<file path="src/rtl/lcdreg_pkg.sv">
package lcdreg_pkg;

  typedef enum logic [1:0] {
    RG_CORE = 2'd0,
    RG_PAL  = 2'd1,
    RG_ID   = 2'd2,
    RG_NONE = 2'd3
  } region_e;

  localparam int CORE_WORDS = 13;
  localparam int PAL_FIRST  = 128;
  localparam int PAL_WORDS  = 128;
  localparam int PAL_IDX_W  = $clog2(PAL_WORDS);
  localparam int ID_WORDS   = 8;
  localparam int ID_IDX_W   = $clog2(ID_WORDS);
  localparam int CNT_W      = 11;

  localparam logic [3:0] OFS_TIM0  = 4'd0;
  localparam logic [3:0] OFS_TIM1  = 4'd1;
  localparam logic [3:0] OFS_TIM2  = 4'd2;
  localparam logic [3:0] OFS_TIM3  = 4'd3;
  localparam logic [3:0] OFS_UBASE = 4'd4;
  localparam logic [3:0] OFS_LBASE = 4'd5;
  localparam logic [3:0] OFS_MASK  = 4'd6;
  localparam logic [3:0] OFS_CTRL  = 4'd7;
  localparam logic [3:0] OFS_RAW   = 4'd8;
  localparam logic [3:0] OFS_MSKD  = 4'd9;
  localparam logic [3:0] OFS_CLR   = 4'd10;
  localparam logic [3:0] OFS_UCUR  = 4'd11;
  localparam logic [3:0] OFS_LCUR  = 4'd12;

  // control word bit positions
  localparam int CB_EN    = 0;
  localparam int CB_DEPLO = 1;
  localparam int CB_BEBY  = 9;
  localparam int CB_BEPX  = 10;
  localparam int CB_PWR   = 11;

  // pixels per line: sixteen per step of the 6-bit field in timing0[7:2]
  function automatic logic [CNT_W-1:0] f_line_pixels(input logic [7:0] t0);
    return {({1'b0, t0[7:2]} + 7'd1), 4'b0000};
  endfunction

  // lines per panel: 10-bit field plus one
  function automatic logic [CNT_W-1:0] f_panel_lines(input logic [9:0] t1);
    return {1'b0, t1} + 11'd1;
  endfunction

  // identification byte sequence
  function automatic logic [7:0] f_ident_byte(input logic [ID_IDX_W-1:0] k);
    case (k)
      3'd0:    return 8'h10;
      3'd1:    return 8'h11;
      3'd2:    return 8'h04;
      3'd3:    return 8'h00;
      3'd4:    return 8'h0D;
      3'd5:    return 8'hF0;
      3'd6:    return 8'h05;
      default: return 8'hB1;
    endcase
  endfunction

endpackage

</file>
<file path="src/rtl/lcdreg_decode.sv">
module lcdreg_decode
  import lcdreg_pkg::*;
#(
  parameter int ADDR_W = 10
) (
  input  logic [ADDR_W-1:0]    addr,
  output region_e              region,
  output logic [3:0]           core_ofs,
  output logic [PAL_IDX_W-1:0] pal_idx,
  output logic [ID_IDX_W-1:0]  id_idx,
  output logic                 core_rd_ok,
  output logic                 core_wr_ok
);

  localparam int WIN_WORDS = 1 << ADDR_W;
  localparam int ID_FIRST  = WIN_WORDS - ID_WORDS;

  always_comb begin
    if (addr < ADDR_W'(CORE_WORDS))
      region = RG_CORE;
    else if (addr >= ADDR_W'(PAL_FIRST) && addr < ADDR_W'(PAL_FIRST + PAL_WORDS))
      region = RG_PAL;
    else if (addr >= ADDR_W'(ID_FIRST))
      region = RG_ID;
    else
      region = RG_NONE;
  end

  assign core_ofs = addr[3:0];
  assign pal_idx  = addr[PAL_IDX_W-1:0];
  assign id_idx   = addr[ID_IDX_W-1:0];

  // the clear word is write-only; status and current-address words are read-only
  assign core_rd_ok = (region == RG_CORE) && (core_ofs != OFS_CLR);
  assign core_wr_ok = (region == RG_CORE) &&
                      ((core_ofs <= OFS_CTRL) || (core_ofs == OFS_CLR));

endmodule

</file>
<file path="src/rtl/lcdreg_irq.sv">
module lcdreg_irq #(
  parameter int IRQ_W = 5
) (
  input  logic             clk,
  input  logic             rst_n,
  input  logic             mask_we,
  input  logic [IRQ_W-1:0] mask_wd,
  input  logic             clr_we,
  input  logic [IRQ_W-1:0] clr_wd,
  input  logic [IRQ_W-1:0] evt,
  output logic [IRQ_W-1:0] mask_q,
  output logic [IRQ_W-1:0] raw_q,
  output logic [IRQ_W-1:0] masked,
  output logic             irq_out
);

  always_ff @(posedge clk or negedge rst_n) begin
    if (!rst_n)       mask_q <= '0;
    else if (mask_we) mask_q <= mask_wd;
  end

  for (genvar b = 0; b < IRQ_W; b++) begin : g_stat
    logic bit_q;
    always_ff @(posedge clk or negedge rst_n) begin
      if (!rst_n)                      bit_q <= 1'b0;
      else if (evt[b])                 bit_q <= 1'b1;  // set beats clear
      else if (clr_we && clr_wd[b])    bit_q <= 1'b0;
    end
    assign raw_q[b] = bit_q;
  end

  assign masked  = raw_q & mask_q;
  assign irq_out = |masked;

endmodule

</file>
<file path="src/rtl/lcdreg_rdmux.sv">
module lcdreg_rdmux
  import lcdreg_pkg::*;
#(
  parameter int DATA_W = 32,
  parameter int IRQ_W  = 5
) (
  input  logic                clk,
  input  logic                rst_n,
  input  logic                rd,
  input  region_e             region,
  input  logic [3:0]          core_ofs,
  input  logic                core_rd_ok,
  input  logic [ID_IDX_W-1:0] id_idx,
  input  logic [DATA_W-1:0]   tim0,
  input  logic [DATA_W-1:0]   tim1,
  input  logic [DATA_W-1:0]   tim2,
  input  logic [DATA_W-1:0]   tim3,
  input  logic [DATA_W-1:0]   ubase,
  input  logic [DATA_W-1:0]   lbase,
  input  logic [DATA_W-1:0]   ctrl,
  input  logic [IRQ_W-1:0]    mask,
  input  logic [IRQ_W-1:0]    raw,
  input  logic [IRQ_W-1:0]    masked,
  input  logic [DATA_W-1:0]   pal_rdata,
  output logic [DATA_W-1:0]   rdata,
  output logic                rd_err
);

  logic [DATA_W-1:0] core_val;
  logic [DATA_W-1:0] sel_val;
  logic              hit;

  always_comb begin
    case (core_ofs)
      OFS_TIM0:  core_val = tim0;
      OFS_TIM1:  core_val = tim1;
      OFS_TIM2:  core_val = tim2;
      OFS_TIM3:  core_val = tim3;
      OFS_UBASE: core_val = ubase;
      OFS_LBASE: core_val = lbase;
      OFS_MASK:  core_val = DATA_W'(mask);
      OFS_CTRL:  core_val = ctrl;
      OFS_RAW:   core_val = DATA_W'(raw);
      OFS_MSKD:  core_val = DATA_W'(masked);
      OFS_UCUR:  core_val = ubase;
      OFS_LCUR:  core_val = lbase;
      default:   core_val = '0;
    endcase
  end

  always_comb begin
    hit     = 1'b1;
    sel_val = '0;
    case (region)
      RG_CORE: begin
        hit     = core_rd_ok;
        sel_val = core_rd_ok ? core_val : '0;
      end
      RG_PAL:  sel_val = pal_rdata;
      RG_ID:   sel_val = DATA_W'(f_ident_byte(id_idx));
      default: hit = 1'b0;
    endcase
  end

  always_ff @(posedge clk or negedge rst_n) begin
    if (!rst_n) begin
      rdata  <= '0;
      rd_err <= 1'b0;
    end else begin
      rd_err <= rd && !hit;
      if (rd) rdata <= sel_val;
    end
  end

endmodule

</file>
<file path="src/rtl/lcd_regif.sv">
module lcd_regif
  import lcdreg_pkg::*;
#(
  parameter int ADDR_W = 10,
  parameter int DATA_W = 32,
  parameter int IRQ_W  = 5
) (
  input  logic                 clk,
  input  logic                 rst_n,
  input  logic [ADDR_W-1:0]    bus_addr,
  input  logic                 bus_wr,
  input  logic                 bus_rd,
  input  logic [DATA_W-1:0]    bus_wdata,
  output logic [DATA_W-1:0]    bus_rdata,
  output logic                 rd_err,
  input  logic [IRQ_W-1:0]     irq_evt,
  output logic                 irq_out,
  output logic [CNT_W-1:0]     px_per_line,
  output logic [CNT_W-1:0]     lines_per_panel,
  output logic [2:0]           pix_depth,
  output logic                 be_byte,
  output logic                 be_pixel,
  output logic                 lcd_active,
  output logic [DATA_W-1:0]    upper_base,
  output logic [DATA_W-1:0]    lower_base,
  output logic                 pal_wr,
  output logic [PAL_IDX_W-1:0] pal_idx,
  output logic [DATA_W-1:0]    pal_wdata,
  input  logic [DATA_W-1:0]    pal_rdata
);

  region_e             region;
  logic [3:0]          core_ofs;
  logic [ID_IDX_W-1:0] id_idx;
  logic                core_rd_ok;
  logic                core_wr_ok;

  lcdreg_decode #(.ADDR_W(ADDR_W)) u_dec (
    .addr       (bus_addr),
    .region     (region),
    .core_ofs   (core_ofs),
    .pal_idx    (pal_idx),
    .id_idx     (id_idx),
    .core_rd_ok (core_rd_ok),
    .core_wr_ok (core_wr_ok)
  );

  // named write events
  logic wr_core, wr_tim0, wr_tim1, wr_tim2, wr_tim3;
  logic wr_ubase, wr_lbase, wr_mask, wr_ctrl, wr_clr;

  assign wr_core  = bus_wr && core_wr_ok;
  assign wr_tim0  = wr_core && (core_ofs == OFS_TIM0);
  assign wr_tim1  = wr_core && (core_ofs == OFS_TIM1);
  assign wr_tim2  = wr_core && (core_ofs == OFS_TIM2);
  assign wr_tim3  = wr_core && (core_ofs == OFS_TIM3);
  assign wr_ubase = wr_core && (core_ofs == OFS_UBASE);
  assign wr_lbase = wr_core && (core_ofs == OFS_LBASE);
  assign wr_mask  = wr_core && (core_ofs == OFS_MASK);
  assign wr_ctrl  = wr_core && (core_ofs == OFS_CTRL);
  assign wr_clr   = wr_core && (core_ofs == OFS_CLR);

  logic [DATA_W-1:0] tim0_q, tim1_q, tim2_q, tim3_q;
  logic [DATA_W-1:0] ubase_q, lbase_q, ctrl_q;

  always_ff @(posedge clk or negedge rst_n) begin
    if (!rst_n) begin
      tim0_q  <= '0;
      tim1_q  <= '0;
      tim2_q  <= '0;
      tim3_q  <= '0;
      ubase_q <= '0;
      lbase_q <= '0;
      ctrl_q  <= '0;
    end else begin
      if (wr_tim0)  tim0_q  <= bus_wdata;
      if (wr_tim1)  tim1_q  <= bus_wdata;
      if (wr_tim2)  tim2_q  <= bus_wdata;
      if (wr_tim3)  tim3_q  <= bus_wdata;
      if (wr_ubase) ubase_q <= bus_wdata;
      if (wr_lbase) lbase_q <= bus_wdata;
      if (wr_ctrl)  ctrl_q  <= bus_wdata;
    end
  end

  logic [IRQ_W-1:0] mask_q, raw_q, masked;

  lcdreg_irq #(.IRQ_W(IRQ_W)) u_irq (
    .clk     (clk),
    .rst_n   (rst_n),
    .mask_we (wr_mask),
    .mask_wd (bus_wdata[IRQ_W-1:0]),
    .clr_we  (wr_clr),
    .clr_wd  (bus_wdata[IRQ_W-1:0]),
    .evt     (irq_evt),
    .mask_q  (mask_q),
    .raw_q   (raw_q),
    .masked  (masked),
    .irq_out (irq_out)
  );

  lcdreg_rdmux #(.DATA_W(DATA_W), .IRQ_W(IRQ_W)) u_rd (
    .clk        (clk),
    .rst_n      (rst_n),
    .rd         (bus_rd),
    .region     (region),
    .core_ofs   (core_ofs),
    .core_rd_ok (core_rd_ok),
    .id_idx     (id_idx),
    .tim0       (tim0_q),
    .tim1       (tim1_q),
    .tim2       (tim2_q),
    .tim3       (tim3_q),
    .ubase      (ubase_q),
    .lbase      (lbase_q),
    .ctrl       (ctrl_q),
    .mask       (mask_q),
    .raw        (raw_q),
    .masked     (masked),
    .pal_rdata  (pal_rdata),
    .rdata      (bus_rdata),
    .rd_err     (rd_err)
  );

  // palette pass-through
  assign pal_wr    = bus_wr && (region == RG_PAL);
  assign pal_wdata = bus_wdata;

  // decoded configuration
  assign px_per_line     = f_line_pixels(tim0_q[7:0]);
  assign lines_per_panel = f_panel_lines(tim1_q[9:0]);
  assign pix_depth       = ctrl_q[CB_DEPLO +: 3];
  assign be_byte         = ctrl_q[CB_BEBY];
  assign be_pixel        = ctrl_q[CB_BEPX];
  assign lcd_active      = ctrl_q[CB_EN] && ctrl_q[CB_PWR];
  assign upper_base      = ubase_q;
  assign lower_base      = lbase_q;

endmodule

</file>
<file path="config.mk">
export PLATFORM = sky130hd
export DESIGN_NAME = lcd_regif
export DESIGN_NICKNAME = d
export VERILOG_FILES = /design/src/rtl/lcdreg_pkg.sv /design/src/rtl/lcdreg_decode.sv /design/src/rtl/lcdreg_irq.sv /design/src/rtl/lcdreg_rdmux.sv /design/src/rtl/lcd_regif.sv
export SDC_FILE = /design/constraint.sdc
export NUM_CORES = 1
export LEC_CHECK = 0
export ABC_CLOCK_PERIOD_IN_PS = 2400
export BUFFER_PORTS_ARGS = -buffer_cell sky130_fd_sc_hd__buf_4
export CELL_PAD_IN_SITES_DETAIL_PLACEMENT = 1
export CELL_PAD_IN_SITES_GLOBAL_PLACEMENT = 1
export CORE_UTILIZATION = 44
export CTS_CLUSTER_SIZE = 40
export DETAILED_ROUTE_END_ITERATION = 10
export HOLD_SLACK_MARGIN = 0.03
export PLACE_DENSITY_LB_ADDON = 0.1
export SYNTH_ARGS = -nofsm -noshare
export SYNTH_HDL_FRONTEND = slang
export SYNTH_SLANG_ARGS = --single-unit
</file>
<file path="constraint.sdc">
create_clock -name clk -period 2.4 [get_ports clk]
set_input_delay 0.12 -clock clk [delete_from_list [all_inputs] [get_ports clk]]
set_output_delay 0.12 -clock clk [all_outputs]
set_load 0.01 [all_outputs]
</file>
==> results of run 1 <==
[worst register-to-register path: stages, from the launching register on]
cell,delay [ns]
dfrtp_1,0.43
mux4_2,0.48
nor2b_1,0.19
o41ai_1,0.49
a21oi_1,0.13
[kinds of logic (layout without fill, tap and decap cells)]
group,after synthesis,after routing,share of synthesized area (%)
multiplexers,260,260,22.0
other,1,4,0.0284
XOR/XNOR,13,13,0.861
AO/OA/AOI/OAI,249,249,13.4
AND/OR/NAND/NOR,156,156,6.57
flip-flops,267,267,50.5
buffers and inverters,124,466,6.12
adder cells (fa/ha/maj),6,6,0.568
[sequential cells by signal, summed over array words and instances, names as in the netlist]
name                cells
tim1_q                 32
u_rd.rd_err             1
ctrl_q                 32
u_irq.g_stat.bit_q      5
upper_base             32
u_irq.mask_q            5
u_rd.rdata             32
tim2_q                 32
tim3_q                 32
tim0_q                 32
lower_base             32
[report_power, final]
part	leakage, nW	internal [mW]	switching (mW)
combinational	4.33	0.352	0.526
clock	0.509	2.81	1.91
sequential	3.70	4.52	0.0140
total	8.54	7.68	2.45
[cell type report]
type / instances / area, um^2
clock inverter: 13 / 165
tap: 390 / 488
clock buffer: 42 / 856
sequential: 267 / 6680
multi-input combinational: 688 / 5760
inverter: 8 / 30.0
timing repair buffer: 403 / 3440
fill: 3055 / 12200
[how the worst min path moves through the flow]
stage | start | to | slack [ns] | cells past startpoint
floorplan | rst_n | ctrl_q[0]$_DFFE_PN0P_ | -0.18 | 0
global placement | rst_n | lower_base[1]$_DFFE_PN0P_ | 0.1 | 1
detailed placement | rst_n | ctrl_q[1]$_DFFE_PN0P_ | 0.10 | 1
CTS | pal_rdata[4] | u_rd.rdata[4]$_DFFE_PN0P_ | 0.04 | 4
global route | pal_rdata[4] | u_rd.rdata[4]$_DFFE_PN0P_ | 0.11 | 4
finish | pal_rdata[4] | u_rd.rdata[4]$_DFFE_PN0P_ | 0.06 | 4
[through the flow]
stage | cells | power, mW | TNS (ns)
3_3_place_gp | 1684 | 5.39 | 0
4_1_cts | 1811 | 10.2 | 0
2_1_floorplan | 1079 | 4.92 | 0
6_report | 1811 | 10.1 | 0
5_1_grt | 1811 | 10.4 | 0
3_5_place_dp | 1684 | 5.39 | -0.00245
[placed cells by master, fill, tap and decap left out, types with 13 or more instances in the layout]
| master | netlist | routed |
|---|---|---|
| buf_4 | 64 | 312 |
| dfrtp_1 | 267 | 267 |
| mux2_2 | 219 | 219 |
| dlygate4sd3_1 | 0 | 72 |
| a22oi_1 | 58 | 58 |
| a21oi_1 | 42 | 42 |
| o22ai_1 | 37 | 37 |
| nand2_1 | 38 | 35 |
| clkbuf_16 | 0 | 30 |
| nor2_1 | 29 | 29 |
| mux2i_1 | 26 | 26 |
| nor2b_1 | 23 | 23 |
| a221oi_1 | 21 | 21 |
| a21o_1 | 19 | 19 |
| buf_12 | 0 | 18 |
| o21ai_0 | 17 | 17 |
| mux2_1 | 14 | 14 |
| nand3_1 | 13 | 13 |
[routing by layer]
metal  up-vias  track usage, %  wire, um
li1       4633               -         -
met1      5568            42.9     20800
met2       441            49.6     21900
met3        91            4.98      3050
met4         0            9.49      1250
met5         -               0         0
[timing repair]
action                                 CTS  global route
hold buffers                            72             0
buffers inserted                         0             0
setup endpoints to repair                0             0
endpoints found under the hold margin  530             0
==> run summary, run 1 <==
* leakage power of the design: 8.54 nW
* Vias/cell: 5.93
* first-pass GRT wire length: 71700 um
* setup repair after global routing missed its margin: no
* Synthesis Warnings: 0
* post-synthesis area per instance: 12.3 um^2
* Hold/Removal Path Class: input port to register
* Placed Area: 15700 um^2
* post-synthesis async set-or-reset flop share: 100%
* Seq/Total Area, Yosys: 50.5%
* number of core rows: 63
* Crit path largest cell delay: 0.48 ns
* Slowest-stage cell, CP: dfrtp_1
* cell types occupying the most area after synthesis: dfrtp_1 51%, mux2_2 19%, buf_4 3.6%
* worst path cell trace: and3_1 -> and4_1 -> nand4_1 -> xnor2_1 -> buf_4
* gr ovfl total: 0
* worst-margin pin slew: 0.714 ns
* standard cell core area: 29600 um^2
* endpoint type of the worst setup path: primary output
* library cell with the largest summed area after synthesis: dfrtp_1
* routed wire length per instance: 26.0 um
* DRT iter0 DRCs: 778
* total I/O pin count: 249
* final-report hold violation count: 0
* data arrival time of the critical path: 2.01 ns
* maximum vdd drop: 586 uV
* vias in the first global route: 11500
* maximum buffer depth of the clock tree: 3
* Residual DRC: 0
* most common cell in the synthesized netlist: dfrtp_1
* Final setup violation count: 0
* crit path to: lines_per_panel[9]
* flop2flop setup slack: 0.54 ns
* dominant synthesized flop cell: dfrtp_1
* required time of the critical path: 2.28 ns
* initial antenna violation count: 0
* family with the most delay on the worst path: simple AND/OR/NAND/NOR gates
* total non-filler cell area in the finished layout: 17400 um^2
* die extent in x: 175 um
* GRT Total Usage: 30.9%
* cell depth of the worst flop-to-flop path: 4
* count of distinct cell types in the synthesized netlist: 69
* master cell of the clock root buffer: clkbuf_16
* depth of the CTS H-tree: 1
* PwrDens: 581 nW/um^2
* terminus of the critical flop-to-flop path: u_rd.rdata[3]$_DFFE_PN0P_
* Post-Place Worst Slack: -0.00245 ns
* fraction of layout instances using a drive strength above 1: 44.0%
* clock slew seen by the registers of the worst setup and hold paths: 0.06 ns
* pins over their slew limit: 0
* launch point of the worst reg-to-reg path: tim0_q[3]$_DFFE_PN0P_
* Commonest cells post-synth: 267 x dfrtp_1, 219 x mux2_2, 64 x buf_4
* total via count in the routed design: 10700
* post-layout utilization of the core: 58.8%
* antenna-violating nets left: 0
* Area Overhead vs Synth: 31.7%
* maximum clock rate: 0.469 GHz
* period utilisation layout: 88.8%
* total detailed-routing wirelength: 47000 um
* maximum fanout along the worst path: 6
* top-area cell type share of the netlist area: 50.5%
* count of buffers inserted at the top-level ports: 244
* clock latency on the worst-skew pair: 0.58 ns
* Max Cap Viol: 0
* run status: completed
* detailed placement HPWL: 31100 um
* Worst Setup SP: tim1_q[2]$_DFFE_PN0P_
* Die H: 175 um
* clock net sink count: 267
* #FFs+latches synth: 267
* minimum clock period: 2.13 ns
* routability congestion estimate: 0.848
* count of mapped cells out of synthesis: 1076
* detailed-router iteration count before antenna repair: 5
* total die area: 30800 um^2
* hold_ws: 0.0556 ns
* clock tree from TritonCTS: done
* number of antenna repair diodes: 0
* worst clock skew on the final layout: 0.0250 ns
* number of clock buffers inserted by TritonCTS: 30
* post-layout net count: 1487
* EDFF count, synth: 0
* area of the mapped netlist: 13200 um^2
* # resized after CTS: 0
* worst setup margin: 0.269 ns
* largest net degree at the start of global routing: 72
* Rel. slew slack: 52.1%
* effective utilization at floorplan: 44.6%
* worst setup path class: register to primary output
* type of element launching the critical path: register
* number of logic stages on the critical path including buffering: 5
* combined buffer and inverter count along the critical path: 1
No activity file was read; power rests on OpenSTA's default activity.
==> inputs of run 2 (changes only) <==
--- a/config.mk
+++ b/config.mk
@@ -14,6 +14,7 @@
 export DETAILED_ROUTE_END_ITERATION = 10
 export HOLD_SLACK_MARGIN = 0.03
 export PLACE_DENSITY_LB_ADDON = 0.1
+export SETUP_SLACK_MARGIN = 0.4
 export SYNTH_ARGS = -nofsm -noshare
 export SYNTH_HDL_FRONTEND = slang
 export SYNTH_SLANG_ARGS = --single-unit
==> run 2 against run 1 <==
Die area unchanged. Sequential share of layout area decreased by 0.69 points. Total power is 1.9% higher. Critical path type unchanged.
==> run summary, run 2 (synthesized netlist as in run 1, its figures left out) <==
* PwrDens: 581 nW/um^2, about the same
* Rel. slew slack: 58.4%, was 52.1%
* layout filler cell count: 3017, was 3055
* depth of the CTS H-tree: 1, unchanged
* clock slew seen by the registers of the worst setup and hold paths: 0.06 ns, about the same
* Residual DRC: 0, unchanged
* cell depth of the worst flop-to-flop path: 5, was 4
* worst-margin pin slew: 0.622 ns, was 0.714 ns
* post-layout net count: 1477, was 1487
* hold_ws: 0.0490 ns, was 0.0556 ns
* first-pass GRT wire length: 72400 um, was 71700 um
* fraction of layout instances using a drive strength above 1: 45.5%, was 44.0%
* type of element launching the critical path: register, unchanged
* routability congestion estimate: 0.867, was 0.848
* Hold/Removal Path Class: input port to register, unchanged
* minimum clock period: 1.96 ns, was 2.13 ns
* largest net degree at the start of global routing: 59, was 72
* post-layout power: 10.3 mW, was 10.1 mW
* Vias/cell: 5.97, was 5.93
* total die area: 30800 um^2, unchanged
* required time of the critical path: 2.28 ns, about the same
* most common cell after layout, fill and taps aside: buf_4, unchanged
* maximum clock rate: 0.511 GHz, was 0.469 GHz
* routed wire length per instance: 26.2 um, was 26.0 um
* Die H: 175 um, unchanged
* critical hold path startpoint: pal_rdata[23], was pal_rdata[4]
* maximum buffer depth of the clock tree: 3, unchanged
* data arrival time of the critical path: 1.84 ns, was 2.01 ns
* total via count in the routed design: 10800, was 10700
* Area Overhead vs Synth: 34.2%, was 31.7%
* maximum fanout along the worst path: 3, was 6
* antenna-violating nets left: 0, unchanged
* pins over their slew limit: 0, unchanged
* final-report hold violation count: 0, unchanged
* clock net sink count: 267, unchanged
* run status: completed, unchanged
* master cell of the clock root buffer: clkbuf_16, unchanged
* DRT iter0 DRCs: 655, was 778
* cell count of the worst hold path: 4, unchanged
* setup repair after global routing missed its margin: yes, was no
* detailed placement HPWL: 31200 um, was 31100 um
* clock latency on the worst-skew pair: 0.57 ns, was 0.58 ns
* maximum vdd drop: 467 uV, was 586 uV
* detailed-router iteration count before antenna repair: 8, was 5
* number of core rows: 63, unchanged
* clock tree from TritonCTS: done, unchanged
* GRT Total Usage: 31.1%, was 30.9%
* count of buffers inserted at the top-level ports: 244, unchanged
* total I/O pin count: 249, unchanged
* effective utilization at floorplan: 44.6%, unchanged
* endpoint type of the worst setup path: primary output, unchanged
* number of clock buffers inserted by TritonCTS: 30, unchanged
* die extent in x: 175 um, unchanged
* Max Cap Viol: 0, unchanged
* worst clock skew on the final layout: 0.0203 ns, was 0.0250 ns
* Sequential Area: 6690 um^2, was 6680 um^2
* leakage power of the design: 8.60 nW, was 8.54 nW
* vias in the first global route: 11700, was 11500
* Final setup violation count: 0, unchanged
* standard cell core area: 29600 um^2, unchanged
* commonest cells after routing, fill and taps aside: 311 x buf_4, 264 x dfrtp_1, 134 x mux2_2, was 312 x buf_4, 267 x dfrtp_1, 219 x mux2_2
* launch point of the worst reg-to-reg path: tim1_q[3]$_DFFE_PN0P_, was tim0_q[3]$_DFFE_PN0P_
* period utilisation layout: 81.6%, was 88.8%
* total detailed-routing wirelength: 47300 um, was 47000 um
* setup TNS after final layout: 0 ns, unchanged
* initial antenna violation count: 0, unchanged
* Worst Setup SP: tim1_q[1]$_DFFE_PN0P_, was tim1_q[2]$_DFFE_PN0P_
* worst setup path class: register to primary output, unchanged
* gr ovfl total: 0, unchanged
* Multi-input gate area: 6160 um^2, was 5760 um^2
-- run 2: layout make-up --
cell class	instances	share of cell area [%]
sequential	267	37.7
inverter	8	0.169
clock inverter	12	0.959
multi-input combinational	688	34.7
tap	390	2.75
antenna	1	0.0141
timing repair buffer	393	18.7
clock buffer	44	5.04
-- run 2: report_power, final --
part	total [mW]	internal, mW	switching, mW
Clock	4.90	3.01	1.89
Sequential	4.53	4.52	0.0143
Combinational	0.886	0.356	0.530
-- run 2: critical path, cell delays in order, from the launching register on --
cell and delay (ns):
dfrtp_2 0.44, buf_4 0.15, and4_4 0.22, nand4_1 0.12, xnor2_1 0.20, buf_4 0.14
-- run 2: worst paths after layout --
check / slack, ns / end
worst max-delay path: 0.44 / lines_per_panel[9]
worst min-delay path: 0.05 / u_rd.rdata[23]$_DFFE_PN0P_
worst max register to register: 0.62 / u_rd.rdata[3]$_DFFE_PN0P_
worst min register to register: 0.49 / tim0_q[18]$_DFFE_PN0P_
max in group asynchronous: 1.56 / tim2_q[8]$_DFFE_PN0P_
min in group asynchronous: 0.09 / tim3_q[1]$_DFFE_PN0P_
-- run 2: routing by layer --
| layer | global-route usage (%) | wire (um) |
|---|---|---|
| met2 | 50.4 | 22400 |
| met3 | 4.98 | 2660 |
| met1 | 42.2 | 20700 |
| met4 | 10.8 | 1520 |
| met5 | 0 | 0 |
-- run 2: what timing repair did --
item	in CTS	in global routing
hold buffers	65	0
hold endpoints to repair	527	0
resized for setup	4	5
pin swaps	0	1
setup buffers	7	0
setup endpoints to repair	5	4
-- run 2: stage by stage --
step	setup slack [ns]	std cells	utilization, %	instance area [um^2]
6_report	0.442	1803	59.9	17700
2_1_floorplan	0.173	1079	-	13800
5_1_grt	0.332	1802	59.9	17700
3_5_place_dp	0.0938	1674	53.8	16000
3_3_place_gp	0.163	1674	53.8	16000
4_1_cts	0.392	1802	59.8	17700
==> inputs of run 3 (changes only) <==
--- a/config.mk
+++ b/config.mk
@@ -5,7 +5,7 @@
 export SDC_FILE = /design/constraint.sdc
 export NUM_CORES = 1
 export LEC_CHECK = 0
-export ABC_CLOCK_PERIOD_IN_PS = 2400
+export ABC_CLOCK_PERIOD_IN_PS = 2000
 export BUFFER_PORTS_ARGS = -buffer_cell sky130_fd_sc_hd__buf_4
 export CELL_PAD_IN_SITES_DETAIL_PLACEMENT = 1
 export CELL_PAD_IN_SITES_GLOBAL_PLACEMENT = 1
==> constraint.sdc (replaced) <==
create_clock -name clk -period 2 [get_ports clk]
set_input_delay 0.1 -clock clk [delete_from_list [all_inputs] [get_ports clk]]
set_output_delay 0.1 -clock clk [all_outputs]
set_load 0.01 [all_outputs]
==> run 3 against run 2 <==
Non-clock buffer count is 106 higher. Setup slack worse by 0.42 ns. Core utilization grew 6.7 points. Register-to-register slack got worse by 0.42 ns. Sequential share of layout area is 3.8 points lower. Via count grew 13%. Clock skew is 0.012 ns lower. Wire length increased by 29%. Combinational power is 40% higher. Largest power group unchanged. Sequential cell count is the same. Die area is the same.
==> run summary, run 3 (synthesized netlist as in run 1, its figures left out) <==
* commonest cells after routing, fill and taps aside: 341 x buf_4, 263 x dfrtp_1, 124 x mux2_2, was 311 x buf_4, 264 x dfrtp_1, 134 x mux2_2
* worst path cell trace: and3_4 -> and4_4 -> nand4_1 -> xnor2_1 -> buf_4, was buf_4 -> and4_4 -> nand4_1 -> xnor2_1 -> buf_4
* combined buffer and inverter count along the critical path: 1, was 2
* number of clock buffers inserted by TritonCTS: 29, was 30
* die extent in x: 175 um, unchanged
* Max Cap Viol: 0, unchanged
* run status: completed, unchanged
* Hold/Removal Path Class: input port to register, unchanged
* Post-Place Worst Slack: -0.228 ns, was 0.0938 ns
* family with the most delay on the worst path: simple AND/OR/NAND/NOR gates, was flip-flops
* PwrDens: 647 nW/um^2, was 581 nW/um^2
* Die H: 175 um, unchanged
* total I/O pin count: 249, unchanged
* maximum buffer depth of the clock tree: 3, unchanged
* type of element launching the critical path: register, unchanged
* maximum fanout along the worst path: 3, unchanged
* minimum clock period: 1.98 ns
* worst-margin pin slew: 0.856 ns, was 0.622 ns
* initial antenna violation count: 1, was 0
* antenna-violating nets left: 0, unchanged
* final-report hold violation count: 0, unchanged
* effective utilization at floorplan: 44.6%, unchanged
* detailed placement HPWL: 33400 um, was 31200 um
* routability congestion estimate: 0.862, was 0.867
* Placed Area: 16400 um^2, was 16000 um^2
* worst clock skew on the final layout: 0.00826 ns, was 0.0203 ns
* Rel. slew slack: 42.9%, was 58.4%
* number of antenna repair diodes: 0, was 1
* vias in the first global route: 12600, was 11700
* required time of the critical path: 1.90 ns, was 2.28 ns
* endpoint type of the worst setup path: primary output, unchanged
* worst setup margin: 0.0224 ns, was 0.442 ns
* clock slew seen by the registers of the worst setup and hold paths: 0.07 ns, was 0.06 ns
* DRT iter0 DRCs: 1153, was 655
* Area Overhead vs Synth: 49.3%, was 34.2%
* period utilisation layout: 98.9%
* total detailed-routing wirelength: 61000 um, was 47300 um
* leakage power of the design: 9.54 nW, was 8.60 nW
* total via count in the routed design: 12200, was 10800
* clock net sink count: 267, unchanged
* maximum clock rate: 0.506 GHz
* clock latency on the worst-skew pair: 0.56 ns, was 0.57 ns
* number of core rows: 63, unchanged
* post-layout utilization of the core: 66.6%, was 59.9%
* master cell of the clock root buffer: clkbuf_16, unchanged
* hold_ws: 0.0252 ns, was 0.0490 ns
* layout filler cell count: 2851, was 3017
* gr ovfl total: 0, unchanged
* routed wire length per instance: 32.0 um, was 26.2 um
* maximum vdd drop: 738 uV, was 467 uV
* pins over their slew limit: 0, unchanged
* first-pass GRT wire length: 80800 um, was 72400 um
* most common cell after layout, fill and taps aside: buf_4, unchanged
* standard cell core area: 29600 um^2, unchanged
* detailed-router iteration count before antenna repair: 6, was 8
* fraction of layout instances using a drive strength above 1: 53.1%, was 45.5%
* setup repair after global routing missed its margin: yes, unchanged
* post-layout net count: 1584, was 1477
* clock tree from TritonCTS: done, unchanged
* Final setup violation count: 0, unchanged
* Slowest-stage cell, CP: dfrtp_1, was dfrtp_2
* count of buffers inserted at the top-level ports: 244, unchanged
* depth of the CTS H-tree: 1, unchanged
* Vias/cell: 6.40, was 5.97
* total non-filler cell area in the finished layout: 19700 um^2, was 17700 um^2
* GRT Total Usage: 35.0%, was 31.1%
* total die area: 30800 um^2, unchanged
* largest net degree at the start of global routing: 64, was 59
* Crit path largest cell delay: 0.41 ns, was 0.44 ns
* data arrival time of the critical path: 1.88 ns, was 1.84 ns
* Residual DRC: 0, unchanged
* worst setup path class: register to primary output, unchanged
-- run 3: worst reg2reg max path, cell delays in order (launching register included) --
cell,delay [ns]
dfrtp_1,0.42
buf_6,0.14
buf_6,0.12
mux4_2,0.45
nor2b_4,0.16
o41ai_2,0.23
a21oi_1,0.15
-- run 3: power breakdown --
group | internal (mW) | switching, mW | total, mW
clock | 3.67 | 2.42 | 6.08
combinational | 0.512 | 0.730 | 1.24
sequential | 5.42 | 0.0195 | 5.44
total | 9.60 | 3.17 | 12.8
-- run 3: final timing paths --
kind	cells after the start	start	slack [ns]	to
setup / recovery	5	tim1_q[3]$_DFFE_PN0P_	0.02	lines_per_panel[9]
hold / removal	4	pal_rdata[1]	0.03	u_rd.rdata[1]$_DFFE_PN0P_
setup reg to reg	6	tim1_q[3]$_DFFE_PN0P_	0.20	u_rd.rdata[3]$_DFFE_PN0P_
hold reg to reg	1	tim0_q[16]$_DFFE_PN0P_	0.51	tim0_q[16]$_DFFE_PN0P_
max in group asynchronous	3	rst_n	1.17	tim3_q[31]$_DFFE_PN0P_
min in group asynchronous	2	rst_n	0.13	ctrl_q[1]$_DFFE_PN0P_
-- run 3: metrics by stage --
| step | total power, mW | cells | setup TNS (ns) |
|---|---|---|---|
| after floorplan | 5.92 | 1079 | -34.79 |
| after global placement | 6.54 | 1716 | -23.41 |
| after detailed placement | 6.55 | 1716 | -37.46 |
| after CTS | 12.6 | 1870 | 0 |
| after global routing | 13.0 | 1905 | -0.00443 |
| final | 12.8 | 1905 | 0 |
-- run 3: layer usage --
| layer | GRT usage [%] | routed length, um | up-vias |
|---|---|---|---|
| met5 | 0 | 0 | - |
| met3 | 6.17 | 5110 | 265 |
| met1 | 46.1 | 23700 | 6264 |
| met2 | 57.3 | 28800 | 832 |
| li1 | - | - | 4825 |
| met4 | 14.0 | 3360 | 0 |
-- run 3: final cells by class --
cell class	instances	area (um^2)	area share, %
sequential	267	6690	33.9
tap	390	488	2.47
multi-input combinational	690	6600	33.5
timing repair buffer	499	4880	24.7
clock buffer	34	774	3.92
clock inverter	17	275	1.39
inverter	8	30.0	0.152
-- run 3: timing repair --
action	in CTS	in global routing
pin swaps	20	35
endpoints found under the hold margin	503	0
endpoints found under the setup margin	102	280
resized for setup	60	104
buffers inserted	26	24
gates cloned	12	11
hold buffers	65	0
